$ cat src/rtl/uart_rx_pkg.sv
// Shared types for the serial receiver.
// Assumes the control field layout: [5] fixed parity, [4] even / fixed-zero,
// [3] parity present, [2] stop length (ignored on receive), [1:0] length.
package uart_rx_pkg;

    typedef enum logic [2:0] {
        ST_IDLE,
        ST_START,
        ST_DATA,
        ST_PAR,
        ST_STOP
    } rx_state_t;

    typedef struct packed {
        logic       par_fixed;
        logic       par_sel;
        logic       par_on;
        logic       stop_len;
        logic [1:0] len_code;
    } rx_cfg_t;

    // Number of data bits for a length code (5..8).
    function automatic logic [3:0] word_bits(input logic [1:0] code);
        return 4'd5 + {2'b00, code};
    endfunction

endpackage

$ cat src/rtl/rx_line_sync.sv
// Brings the asynchronous serial line into the clock domain.
// Assumes the line idles high, so every stage resets to 1.
module rx_line_sync #(
    parameter int STAGES = 2
) (
    input  logic clk,
    input  logic rst_n,
    input  logic din,
    output logic dout
);
    logic [STAGES-1:0] chain;

    // Shift the line through the synchronizer chain.
    always_ff @(posedge clk) begin
        if (!rst_n) chain <= '1;
        else        chain <= {chain[STAGES-2:0], din};
    end

    assign dout = chain[STAGES-1];
endmodule

$ cat src/rtl/rx_deser.sv
// Collects data bits least significant first and right-aligns the result.
// Assumes the caller clears it before a frame and shifts exactly nbits times.
module rx_deser #(
    parameter int DATA_W = 8
) (
    input  logic              clk,
    input  logic              rst_n,
    input  logic              clear,
    input  logic              shift_en,
    input  logic              bit_in,
    input  logic [3:0]        nbits,
    output logic [DATA_W-1:0] word
);
    localparam logic [3:0] FULL = 4'(DATA_W);

    logic [DATA_W-1:0] sh;
    logic [3:0]        shamt;

    // Shift a new bit in at the top so the first bit ends lowest.
    always_ff @(posedge clk) begin
        if (!rst_n || clear) sh <= '0;
        else if (shift_en)   sh <= {bit_in, sh[DATA_W-1:1]};
    end

    // Drop the unused low positions so bit 0 is the first received bit.
    always_comb begin
        shamt = FULL - nbits;
        word  = sh >> shamt;
    end
endmodule

$ cat src/rtl/rx_parity_chk.sv
// Judges the received parity bit against the selected rule.
// Assumes unused upper data bits are zero; result only matters with parity on.
module rx_parity_chk #(
    parameter int DATA_W = 8
) (
    input  logic [DATA_W-1:0]     data,
    input  logic                  pbit,
    input  uart_rx_pkg::rx_cfg_t  cfg,
    output logic                  bad
);
    logic ones_odd;

    // Select between the counting rules and the fixed-level rules.
    always_comb begin
        ones_odd = ^{data, pbit};
        if (cfg.par_fixed) bad = (pbit == cfg.par_sel);
        else if (cfg.par_sel) bad = ones_odd;
        else bad = ~ones_odd;
    end
endmodule

$ cat src/rtl/uart_frame_rx.sv
// Asynchronous serial receiver with programmable length and parity rule.
// Assumes baud_tick pulses OVERSAMPLE times per bit and DATA_W is 8.
module uart_frame_rx #(
    parameter int DATA_W      = 8,
    parameter int OVERSAMPLE  = 16,
    parameter int SYNC_STAGES = 2
) (
    input  logic              clk,
    input  logic              rst_n,
    input  logic              baud_tick,
    input  logic [7:0]        ctrl,
    input  logic              rxd,
    output logic [DATA_W-1:0] rx_data,
    output logic              rx_valid,
    output logic              par_err,
    output logic              frm_err
);
    import uart_rx_pkg::*;

    localparam int              CNT_W    = $clog2(OVERSAMPLE);
    localparam logic [CNT_W-1:0] MID_LAST = CNT_W'(OVERSAMPLE / 2 - 1);
    localparam logic [CNT_W-1:0] BIT_LAST = CNT_W'(OVERSAMPLE - 1);

    rx_state_t         state;
    logic [CNT_W-1:0]  tick_cnt;
    logic [3:0]        bit_cnt;
    rx_cfg_t           cfg_q;
    logic              armed;
    logic              pbit_q;
    logic              line;
    logic              samp_mid;
    logic              samp_bit;
    logic              shift_en;
    logic [3:0]        nbits;
    logic [DATA_W-1:0] word;
    logic              par_bad;

    rx_line_sync #(.STAGES(SYNC_STAGES)) u_sync (
        .clk  (clk),
        .rst_n(rst_n),
        .din  (rxd),
        .dout (line)
    );

    rx_deser #(.DATA_W(DATA_W)) u_deser (
        .clk     (clk),
        .rst_n   (rst_n),
        .clear   (state == ST_START),
        .shift_en(shift_en),
        .bit_in  (line),
        .nbits   (nbits),
        .word    (word)
    );

    rx_parity_chk #(.DATA_W(DATA_W)) u_par (
        .data(word),
        .pbit(pbit_q),
        .cfg (cfg_q),
        .bad (par_bad)
    );

    // Sample strobes at half-bit (start) and full-bit (later bits).
    always_comb begin
        samp_mid = baud_tick && (tick_cnt == MID_LAST);
        samp_bit = baud_tick && (tick_cnt == BIT_LAST);
        shift_en = (state == ST_DATA) && samp_bit;
        nbits    = word_bits(cfg_q.len_code);
    end

    // Frame sequencer: hunt, confirm start, collect bits, judge stop.
    always_ff @(posedge clk) begin
        if (!rst_n) begin
            state    <= ST_IDLE;
            tick_cnt <= '0;
            bit_cnt  <= '0;
            cfg_q    <= '0;
            armed    <= 1'b0;
            pbit_q   <= 1'b0;
            rx_valid <= 1'b0;
            rx_data  <= '0;
            par_err  <= 1'b0;
            frm_err  <= 1'b0;
        end else begin
            rx_valid <= 1'b0;
            if (baud_tick && state != ST_IDLE) tick_cnt <= tick_cnt + 1'b1;
            unique case (state)
                ST_IDLE: begin
                    tick_cnt <= '0;
                    if (baud_tick) begin
                        if (line) armed <= 1'b1;
                        else if (armed) state <= ST_START;
                    end
                end
                ST_START: begin
                    if (samp_mid) begin
                        tick_cnt <= '0;
                        bit_cnt  <= '0;
                        if (line) begin
                            state <= ST_IDLE;
                        end else begin
                            state <= ST_DATA;
                            cfg_q <= rx_cfg_t'(ctrl[5:0]);
                        end
                    end
                end
                ST_DATA: begin
                    if (samp_bit) begin
                        bit_cnt <= bit_cnt + 1'b1;
                        if (bit_cnt == nbits - 4'd1)
                            state <= cfg_q.par_on ? ST_PAR : ST_STOP;
                    end
                end
                ST_PAR: begin
                    if (samp_bit) begin
                        pbit_q <= line;
                        state  <= ST_STOP;
                    end
                end
                ST_STOP: begin
                    if (samp_bit) begin
                        rx_valid <= 1'b1;
                        rx_data  <= word;
                        par_err  <= cfg_q.par_on & par_bad;
                        frm_err  <= ~line;
                        armed    <= 1'b0;
                        state    <= ST_IDLE;
                    end
                end
                default: state <= ST_IDLE;
            endcase
        end
    end

    // the strobe never lasts two clocks.
    a_r8_valid_one_clk: assert property (@(posedge clk) disable iff (!rst_n)
        rx_valid |=> !rx_valid);

    // flags only change alongside a strobe.
    a_r8_flags_held: assert property (@(posedge clk) disable iff (!rst_n)
        !rx_valid |-> ($stable(par_err) && $stable(frm_err) && $stable(rx_data)));

    // no parity error for a frame decoded without parity.
    a_r2_no_par_err: assert property (@(posedge clk) disable iff (!rst_n)
        (state == ST_STOP && samp_bit && !cfg_q.par_on) |=> !par_err);

    // a five-bit character leaves the upper bits clear.
    a_r1_upper_zero: assert property (@(posedge clk) disable iff (!rst_n)
        (state == ST_STOP && samp_bit && cfg_q.len_code == 2'b00) |=> (rx_data[DATA_W-1:5] == '0));

    // a high line at the half-bit check drops the frame.
    a_r5_false_start: assert property (@(posedge clk) disable iff (!rst_n)
        (state == ST_START && samp_mid && line) |=> (state == ST_IDLE));

    // after the stop sample the sequencer is hunting again.
    a_r9_back_to_hunt: assert property (@(posedge clk) disable iff (!rst_n)
        (state == ST_STOP && samp_bit) |=> (state == ST_IDLE && !armed));

    // captured format is frozen for the rest of the frame.
    a_r10_cfg_frozen: assert property (@(posedge clk) disable iff (!rst_n)
        (state inside {ST_DATA, ST_PAR, ST_STOP} && $past(state) inside {ST_DATA, ST_PAR, ST_STOP})
        |-> $stable(cfg_q));

    // without a tick the bit timer holds.
    a_r6_tick_only: assert property (@(posedge clk) disable iff (!rst_n)
        (!baud_tick && state inside {ST_DATA, ST_PAR, ST_STOP}) |=> $stable(tick_cnt));
endmodule

$ cat config.mk
export PLATFORM = sky130hd
export DESIGN_NAME = uart_frame_rx
export DESIGN_NICKNAME = d
export VERILOG_FILES = /design/src/rtl/uart_rx_pkg.sv /design/src/rtl/rx_line_sync.sv /design/src/rtl/rx_deser.sv /design/src/rtl/rx_parity_chk.sv /design/src/rtl/uart_frame_rx.sv
export SDC_FILE = /design/constraint.sdc
export NUM_CORES = 1
export LEC_CHECK = 0
export BUFFER_PORTS_ARGS = -buffer_cell sky130_fd_sc_hd__buf_2
export CAP_MARGIN = 15
export CELL_PAD_IN_SITES_DETAIL_PLACEMENT = 0
export CELL_PAD_IN_SITES_GLOBAL_PLACEMENT = 1
export CORE_ASPECT_RATIO = 1.25
export CORE_MARGIN = 1.5
export CORE_UTILIZATION = 23
export CTS_CLUSTER_DIAMETER = 80
export DETAILED_ROUTE_END_ITERATION = 12
export PLACE_DENSITY_LB_ADDON = 0.1
export RECOVER_POWER = 100
export SYNTH_ARGS = -nofsm -noshare
export SYNTH_HDL_FRONTEND = slang
export SYNTH_SLANG_ARGS = --single-unit
$ cat constraint.sdc
create_clock -name clk -period 3.05 [get_ports clk]
set_input_delay 0.305 -clock clk [delete_from_list [all_inputs] [get_ports clk]]
set_output_delay 0.305 -clock clk [all_outputs]
set_load 0.005 [all_outputs]
==> results.cfg, run 1 <==
[power_and_ir_drop]
clock_power_share = 0.490
power.static_leakage_nw = 0.8469
power-per-cell-area_nw_per_um2 = 450.4
power_switching_share = 0.1948
switchingPower_mw = 0.2051
combPwrFrac = 0.022
vdd.ir_drop.worst_mv = 0.1646
pwr-share-seq = 0.488
cell_internal_pwr_mw = 0.8477

[sta]
fin_skew_ps = 3.507
grt_setup_unrepaired = no
worst_hold_slack_ps = 195.7
final-hold-violation-count = 0
tightestPinTransition_ps = 957.3
layout_worst_path_cycle_share = 0.8632
drv_slew = 0
tns_ps = 0
max-slew-margin-rel = 0.3618
timing.final.crit_period_ps = 2633
fmax_mhz = 379.8
finalSetupViolations = 0

[logic_synthesis]
synth_adder_area_share = 0.02483
mapped_nets = 249
synthTopCellsByArea = sky130_fd_sc_hd__dfxtp_1 (39%), sky130_fd_sc_hd__nand2_1 (7.3%), sky130_fd_sc_hd__mux4_2 (5.6%), sky130_fd_sc_hd__nor2b_1 (4.7%), sky130_fd_sc_hd__mux2i_1 (4.5%)
synth_top_family_by_area = simple AND/OR/NAND/NOR gates
synth_compound_gate_area_share = 0.1384
synthXorXnorAreaFrac = 0.06890
ys_top_cells_by_count = sky130_fd_sc_hd__dfxtp_1 (39), sky130_fd_sc_hd__nand2_1 (39), sky130_fd_sc_hd__nor2_1 (16)
synthesized_netlist_cell_count = 233
synth_area_leader_cell = sky130_fd_sc_hd__dfxtp_1
synth.mux.area_fraction = 0.1006
ys.flop_type = sky130_fd_sc_hd__dfxtp_1
synthesis.yosys.warnings = 0
synth_seq_cells = 39
netlist.area_leader.share = 0.3873
synth-seq-area-share = 0.3873
synth_async_sr_flop_share = 0
yosys.cell_types.count = 39
synth.avg_cell_area_um2 = 8.651
synth-edff-count = 0
post_synth_instance_area_um2 = 2016
synth-simple-area-share = 0.2452

[clock_tree]
cts_repair_resize_count = 0
clock_latency_ps = 290
cts_setup_buffers = 0
cts_inserted_buffers = 5
cts_buffer_depth = 2
cts.sinks = 39
cts.htree.levels = 2
cts_root_buffer = sky130_fd_sc_hd__clkbuf_8
cts_tree = done
cts_hold_repair.buffers = 0
cts.reportedPaths.clkPinSlew_ps = 80

[floorplan]
fp.dieArea_um2 = 9338
floorplan.die.width_um = 86.73
num_rows = 38
ios = 23
die_h_um = 107.7
placeableCoreArea_um2 = 8606
initial_utilization = 0.2342

[detailed_routing]
vias = 1614
detail_route.vias_per_cell = 4.362
drt_first_iter_violations = 55
detail_route.first_pass.iterations = 4
postRouteWirelength_mm = 4.738
ant_nets = 0
detail_route.wl_per_cell_um = 12.81
post-route-drc-count = 0

[finish]
antennaDiodeCount = 0
fillerInstances = 969
finalInstanceArea_um2 = 2337
final_layout_size_suffix_gt1_frac = 0.1160
synthToLayoutAreaGrowth_pct = 15.95
final_net_count = 265

[setup_path]
cpPeakStageDelay_ps = 580
timing.critical_path.arrival_ps = 2820
start_kind = flip-flop
max_stage_delay_cell_worst_path = sky130_fd_sc_hd__mux4_2
cp_cell_sequence = ha_1 -> mux4_2 -> xnor2_1 -> xnor2_1 -> xnor2_1 -> xnor2_1 -> a32o_1 -> a31o_1
timing.setup.critical_path_class = flip-flop to flip-flop
critical_path.endpoint_type = flip-flop
worst-endpoint-required_ps = 3240
critical_path.n_buffers_inverters = 0
crit_fanout = 9
crit_top_cell = sky130_fd_sc_hd__xnor2_1
worst_path_dominant_cell_family = XOR/XNOR gates

[global_route]
met3_track_demand_over_resource = 0.02454
use_met1 = 0.1445
grt-ovfl-total = 0
busiest_layer = met2
pin_count_of_the_biggest_net_entering_global_routing = 23
grt_antenna_before_repair = 0
grt_pass1_vias = 1601
aggregate_global_route_resource_usage = 0.1133
first_pass_grt_wire_length_mm = 8.217
grt.met2_usage = 0.1897

[placement]
dp_hpwl_mm = 3.372
place.gp.congestion = 0.7105
placed_cell_area_um2 = 2228
placement.io_buffers = 19

[hold_path]
worst_hold_path_type = primary input to flip-flop

[run_status]
run_status = finished clean

[run]
max-cap-violations = 0
## worst reg2reg max path: stages (launching register included)
cell	delay, ps
sky130_fd_sc_hd__dfxtp_1	330
sky130_fd_sc_hd__ha_1	550
sky130_fd_sc_hd__mux4_2	590
sky130_fd_sc_hd__xnor2_1	210
sky130_fd_sc_hd__xnor2_1	170
sky130_fd_sc_hd__xnor2_1	160
sky130_fd_sc_hd__xnor2_1	130
sky130_fd_sc_hd__a32o_1	230
sky130_fd_sc_hd__a31o_1	170
## kinds of logic (layout without fill, tap and decap cells)
kind of cell,count (synthesis),after routing
adders and majority gates,4,4
and+or+nand+nor,102,102
DFF,39,39
AOI/OAI and AO/OA,43,43
buffers and inverters,16,33
muxes,14,14
xor gates and xnor gates,15,15
## state kept, by name (all words and copies together) (netlist names), 2 cells and up
register      flops
u_deser.sh        8
bit_cnt           4
tick_cnt          4
cfg_q             5
rx_data           8
u_sync.chain      2
state             3
## placed cells by master (no fill, tap or decap), types with 2 or more instances in the layout
cell / Yosys / routed
sky130_fd_sc_hd__a21oi_1: 12 / 12
sky130_fd_sc_hd__nand4_1: 3 / 3
sky130_fd_sc_hd__nand2b_1: 5 / 5
sky130_fd_sc_hd__clkbuf_8: 0 / 5
sky130_fd_sc_hd__nor2b_1: 15 / 15
sky130_fd_sc_hd__mux2i_1: 9 / 9
sky130_fd_sc_hd__dfxtp_1: 39 / 39
sky130_fd_sc_hd__nor2_1: 16 / 16
sky130_fd_sc_hd__a22oi_1: 3 / 3
sky130_fd_sc_hd__nor3_1: 4 / 4
sky130_fd_sc_hd__clkbuf_1: 11 / 8
sky130_fd_sc_hd__o21a_1: 2 / 2
sky130_fd_sc_hd__ha_1: 4 / 4
sky130_fd_sc_hd__a31oi_1: 3 / 3
sky130_fd_sc_hd__and3_1: 2 / 2
sky130_fd_sc_hd__nand2_1: 39 / 39
sky130_fd_sc_hd__bufinv_16: 0 / 2
sky130_fd_sc_hd__xor2_1: 6 / 6
sky130_fd_sc_hd__nand3_1: 6 / 6
sky130_fd_sc_hd__a22o_1: 5 / 5
sky130_fd_sc_hd__o21ai_0: 10 / 10
sky130_fd_sc_hd__and2_0: 0 / 4
sky130_fd_sc_hd__mux4_2: 5 / 5
sky130_fd_sc_hd__inv_1: 2 / 2
sky130_fd_sc_hd__buf_2: 2 / 14
sky130_fd_sc_hd__or3_1: 2 / 2
sky130_fd_sc_hd__xnor2_1: 8 / 9
sky130_fd_sc_hd__nor3b_1: 2 / 2
## routing by layer
metal / vias to the layer above / part of all wire
met5: - / 0
met2: 17 / 0.49
met1: 751 / 0.48
met3: 4 / 0.019
met4: 0 / 0.0097
li1: 842 / -
## worst paths after layout
kind                                    from                          to  slack [ps]  depth (start not counted)
setup / recovery       cfg_q[1]$_SDFFE_PN0P_        par_err$_SDFFE_PN0P_         420                          8
hold / removal                           rxd  u_sync.chain[0]$_SDFF_PN1_         200                          2
setup reg to reg       cfg_q[1]$_SDFFE_PN0P_        par_err$_SDFFE_PN0P_         420                          8
hold reg to reg   u_sync.chain[0]$_SDFF_PN1_  u_sync.chain[1]$_SDFF_PN1_         420                          1
## stage by stage
stage                       util  total power, mW  cells  setup slack, ps
final                     0.2716            1.053    370            417.1
after global routing      0.2716            1.104    370            231.2
after CTS                 0.2744            1.083    370            371.7
after detailed placement  0.2589           0.5508    362            405.1
after global placement    0.2589           0.5513    362            373.4
after floorplan                -           0.5380    233            735.4
## power groups by stage
stage / registers, mW / clock network, mW / logic, mW
2_1_floorplan: 0.524 / 0 / 0.0137
3_3_place_gp: 0.526 / 0 / 0.0255
3_5_place_dp: 0.526 / 0 / 0.0250
4_1_cts: 0.514 / 0.545 / 0.0250
5_1_grt: 0.514 / 0.564 / 0.0261
6_report: 0.514 / 0.515 / 0.0237
## cell type report
class / count / area [µm²] / area share
clock inverters: 2 / 60.06 / 0.02570
repair buffers: 23 / 108.9 / 0.04657
multi-input cells: 178 / 1157 / 0.4952
inverters: 2 / 7.507 / 0.003212
clock buffers: 6 / 72.57 / 0.03105
flip-flops and latches: 39 / 780.7 / 0.3340
well taps: 120 / 150.1 / 0.06424
(Power assumes the default switching activity.)
==> inputs of run 2 (changes only) <==
--- a/config.mk
+++ b/config.mk
@@ -5,7 +5,6 @@
 export SDC_FILE = /design/constraint.sdc
 export NUM_CORES = 1
 export LEC_CHECK = 0
-export BUFFER_PORTS_ARGS = -buffer_cell sky130_fd_sc_hd__buf_2
 export CAP_MARGIN = 15
 export CELL_PAD_IN_SITES_DETAIL_PLACEMENT = 0
 export CELL_PAD_IN_SITES_GLOBAL_PLACEMENT = 1
@@ -14,8 +13,10 @@
 export CORE_UTILIZATION = 23
 export CTS_CLUSTER_DIAMETER = 80
 export DETAILED_ROUTE_END_ITERATION = 12
+export DONT_BUFFER_PORTS = 1
 export PLACE_DENSITY_LB_ADDON = 0.1
 export RECOVER_POWER = 100
+export SKIP_LAST_GASP = 1
 export SYNTH_ARGS = -nofsm -noshare
 export SYNTH_HDL_FRONTEND = slang
 export SYNTH_SLANG_ARGS = --single-unit
==> run 2 against run 1 <==
Via count decreased by 2.7%. Clock power about the same. Critical path depth unchanged. Clock-buffer cell count unchanged. Core utilization decreased by 0.96 points. Clock skew increased by 3.6 ps. Critical path type unchanged. Critical endpoint unchanged. Largest cell class unchanged. Largest power group unchanged.
==> results.cfg, run 2 (synthesized netlist as in run 1, its figures left out) <==
[detailed_routing]
vias = 1571
drt_first_iter_violations = 42
detail_route.first_pass.iterations = 6
detail_route.wl_per_cell_um = 13.40
ant_nets = 0
postRouteWirelength_mm = 4.702
post-route-drc-count = 0
detail_route.vias_per_cell = 4.476

[clock_tree]
cts_tree = done
cts_buffer_depth = 2
cts_setup_buffers = 0
cts_root_buffer = sky130_fd_sc_hd__clkbuf_8
cts.sinks = 39
cts_inserted_buffers = 5
cts.htree.levels = 2
cts_repair_resize_count = 0
cts_hold_repair.buffers = 0
cts.reportedPaths.clkPinSlew_ps = 80
clock_latency_ps = 290

[global_route]
aggregate_global_route_resource_usage = 0.1131
busiest_layer = met2
grt_antenna_before_repair = 0
grt-ovfl-total = 0
met3_track_demand_over_resource = 0.02991
pin_count_of_the_biggest_net_entering_global_routing = 23
first_pass_grt_wire_length_mm = 8.148
use_met1 = 0.1297
grt_pass1_vias = 1609
grt.met2_usage = 0.1975

[power_and_ir_drop]
power-per-cell-area_nw_per_um2 = 462.5
vdd.ir_drop.worst_mv = 0.1543
power.static_leakage_nw = 0.7726
switchingPower_mw = 0.1986
combPwrFrac = 0.013
power_switching_share = 0.1904
cell_internal_pwr_mw = 0.8443
clock_power_share = 0.495
pwr-share-seq = 0.492

[finish]
most-common-layout-cells = sky130_fd_sc_hd__nand2_1 (39), sky130_fd_sc_hd__dfxtp_1 (39), sky130_fd_sc_hd__nor2_1 (16), sky130_fd_sc_hd__nor2b_1 (15), sky130_fd_sc_hd__a21oi_1 (12)
final_net_count = 246
final_layout_size_suffix_gt1_frac = 0.06494
synthToLayoutAreaGrowth_pct = 11.86
fillerInstances = 955
antennaDiodeCount = 0
fin_util = 0.2620
biggestRegsByFlops = rx_data: 8 flops, u_deser.sh: 8 flops, cfg_q: 5 flops

[sta]
layout_worst_path_cycle_share = 0.8652
finalSetupViolations = 0
final-hold-violation-count = 0
fin_skew_ps = 7.153
timing.final.crit_period_ps = 2639
tightestPinTransition_ps = 533.7
tns_ps = 0
fmax_mhz = 378.9
grt_setup_unrepaired = no
drv_slew = 0
max-slew-margin-rel = 0.6442

[setup_path]
start_kind = flip-flop
timing.setup.critical_path_class = flip-flop to flip-flop
setup.reg_to_reg.worst_slack_ps = 410
critical_path.endpoint_type = flip-flop
crit_fanout = 8
reg2reg_depth = 8
reg2reg_from = cfg_q[1]$_SDFFE_PN0P_
timing.critical_path.arrival_ps = 2830
worst_r2r_endpoint = par_err$_SDFFE_PN0P_
worst-endpoint-required_ps = 3240

[floorplan]
die_h_um = 107.7
placeableCoreArea_um2 = 8606
num_rows = 38
ios = 23
floorplan.die.width_um = 86.73
initial_utilization = 0.2342
fp.dieArea_um2 = 9338

[hold_path]
worst_hold_path_type = primary input to flip-flop
worstHoldStart = rst_n
worst_hold_path.endpoint = u_sync.chain[0]$_SDFF_PN1_
timing.hold.worst_path_depth = 1

[placement]
placement.io_buffers = 0
place.gp.congestion = 0.7019
dp_hpwl_mm = 3.457

[run_status]
run_status = finished clean

[run]
max-cap-violations = 0
## run 2: changes by cell type in the layout (fill, tap and decap cells not counted), sizes merged
cell	delta
clkbuf	-5
buf	-14
## run 2: through the flow
stage                     worst slack [ps]  hold WS (ps)  instance area [µm²]  power (mW)  std cells
after floorplan                      735.4         386.3                 2016      0.5380        233
after global placement               415.0         382.5                 2133      0.5407        343
after detailed placement             422.7         384.7                 2133      0.5404        343
after CTS                            386.6         69.69                 2266       1.064        351
after global routing                 209.5         61.42                 2255       1.093        351
final                                411.1         83.09                 2255       1.043        351
## run 2: final cells by class
| class | count | area [µm²] | share of cell area |
|---|---|---|---|
| multi-input combinational | 178 | 1165 | 0.5166 |
| timing repair buffer | 4 | 18.77 | 0.008324 |
| clock inverter | 2 | 60.06 | 0.02664 |
| clock buffer | 6 | 72.57 | 0.03219 |
| inverter | 2 | 7.507 | 0.003330 |
| sequential | 39 | 780.7 | 0.3463 |
| tap | 120 | 150.1 | 0.06659 |
## run 2: critical path, stage by stage, from the launching register on
cell,delay (ps)
sky130_fd_sc_hd__dfxtp_1,340
sky130_fd_sc_hd__ha_1,500
sky130_fd_sc_hd__mux4_2,600
sky130_fd_sc_hd__xnor2_2,160
sky130_fd_sc_hd__xnor2_1,220
sky130_fd_sc_hd__xnor2_1,160
sky130_fd_sc_hd__xnor2_1,130
sky130_fd_sc_hd__a32o_1,240
sky130_fd_sc_hd__a31o_1,180
## run 2: per-layer routing
layer | part of all wire | vias up
met5 | 0 | -
met3 | 0.034 | 8
met4 | 0.020 | 0
li1 | - | 801
met1 | 0.44 | 740
met2 | 0.50 | 22
## run 2: how the worst max path moves through the flow
stage                           from              endpoint  slack [ps]  cells after the start
2_1_floorplan  cfg_q[0]$_SDFFE_PN0P_  par_err$_SDFFE_PN0P_         740                      9
3_3_place_gp   cfg_q[1]$_SDFFE_PN0P_  par_err$_SDFFE_PN0P_         420                      8
3_5_place_dp   cfg_q[1]$_SDFFE_PN0P_  par_err$_SDFFE_PN0P_         420                      8
4_1_cts        cfg_q[1]$_SDFFE_PN0P_  par_err$_SDFFE_PN0P_         390                      8
5_1_grt        cfg_q[1]$_SDFFE_PN0P_  par_err$_SDFFE_PN0P_         210                      9
6_report       cfg_q[1]$_SDFFE_PN0P_  par_err$_SDFFE_PN0P_         410                      8
## run 2: power by group through the flow
stage | Clock [mW] | Sequential (mW) | Combinational [mW]
2_1_floorplan | 0 | 0.524 | 0.0137
3_3_place_gp | 0 | 0.526 | 0.0148
3_5_place_dp | 0 | 0.526 | 0.0147
4_1_cts | 0.535 | 0.514 | 0.0147
5_1_grt | 0.563 | 0.514 | 0.0153
6_report | 0.516 | 0.514 | 0.0135
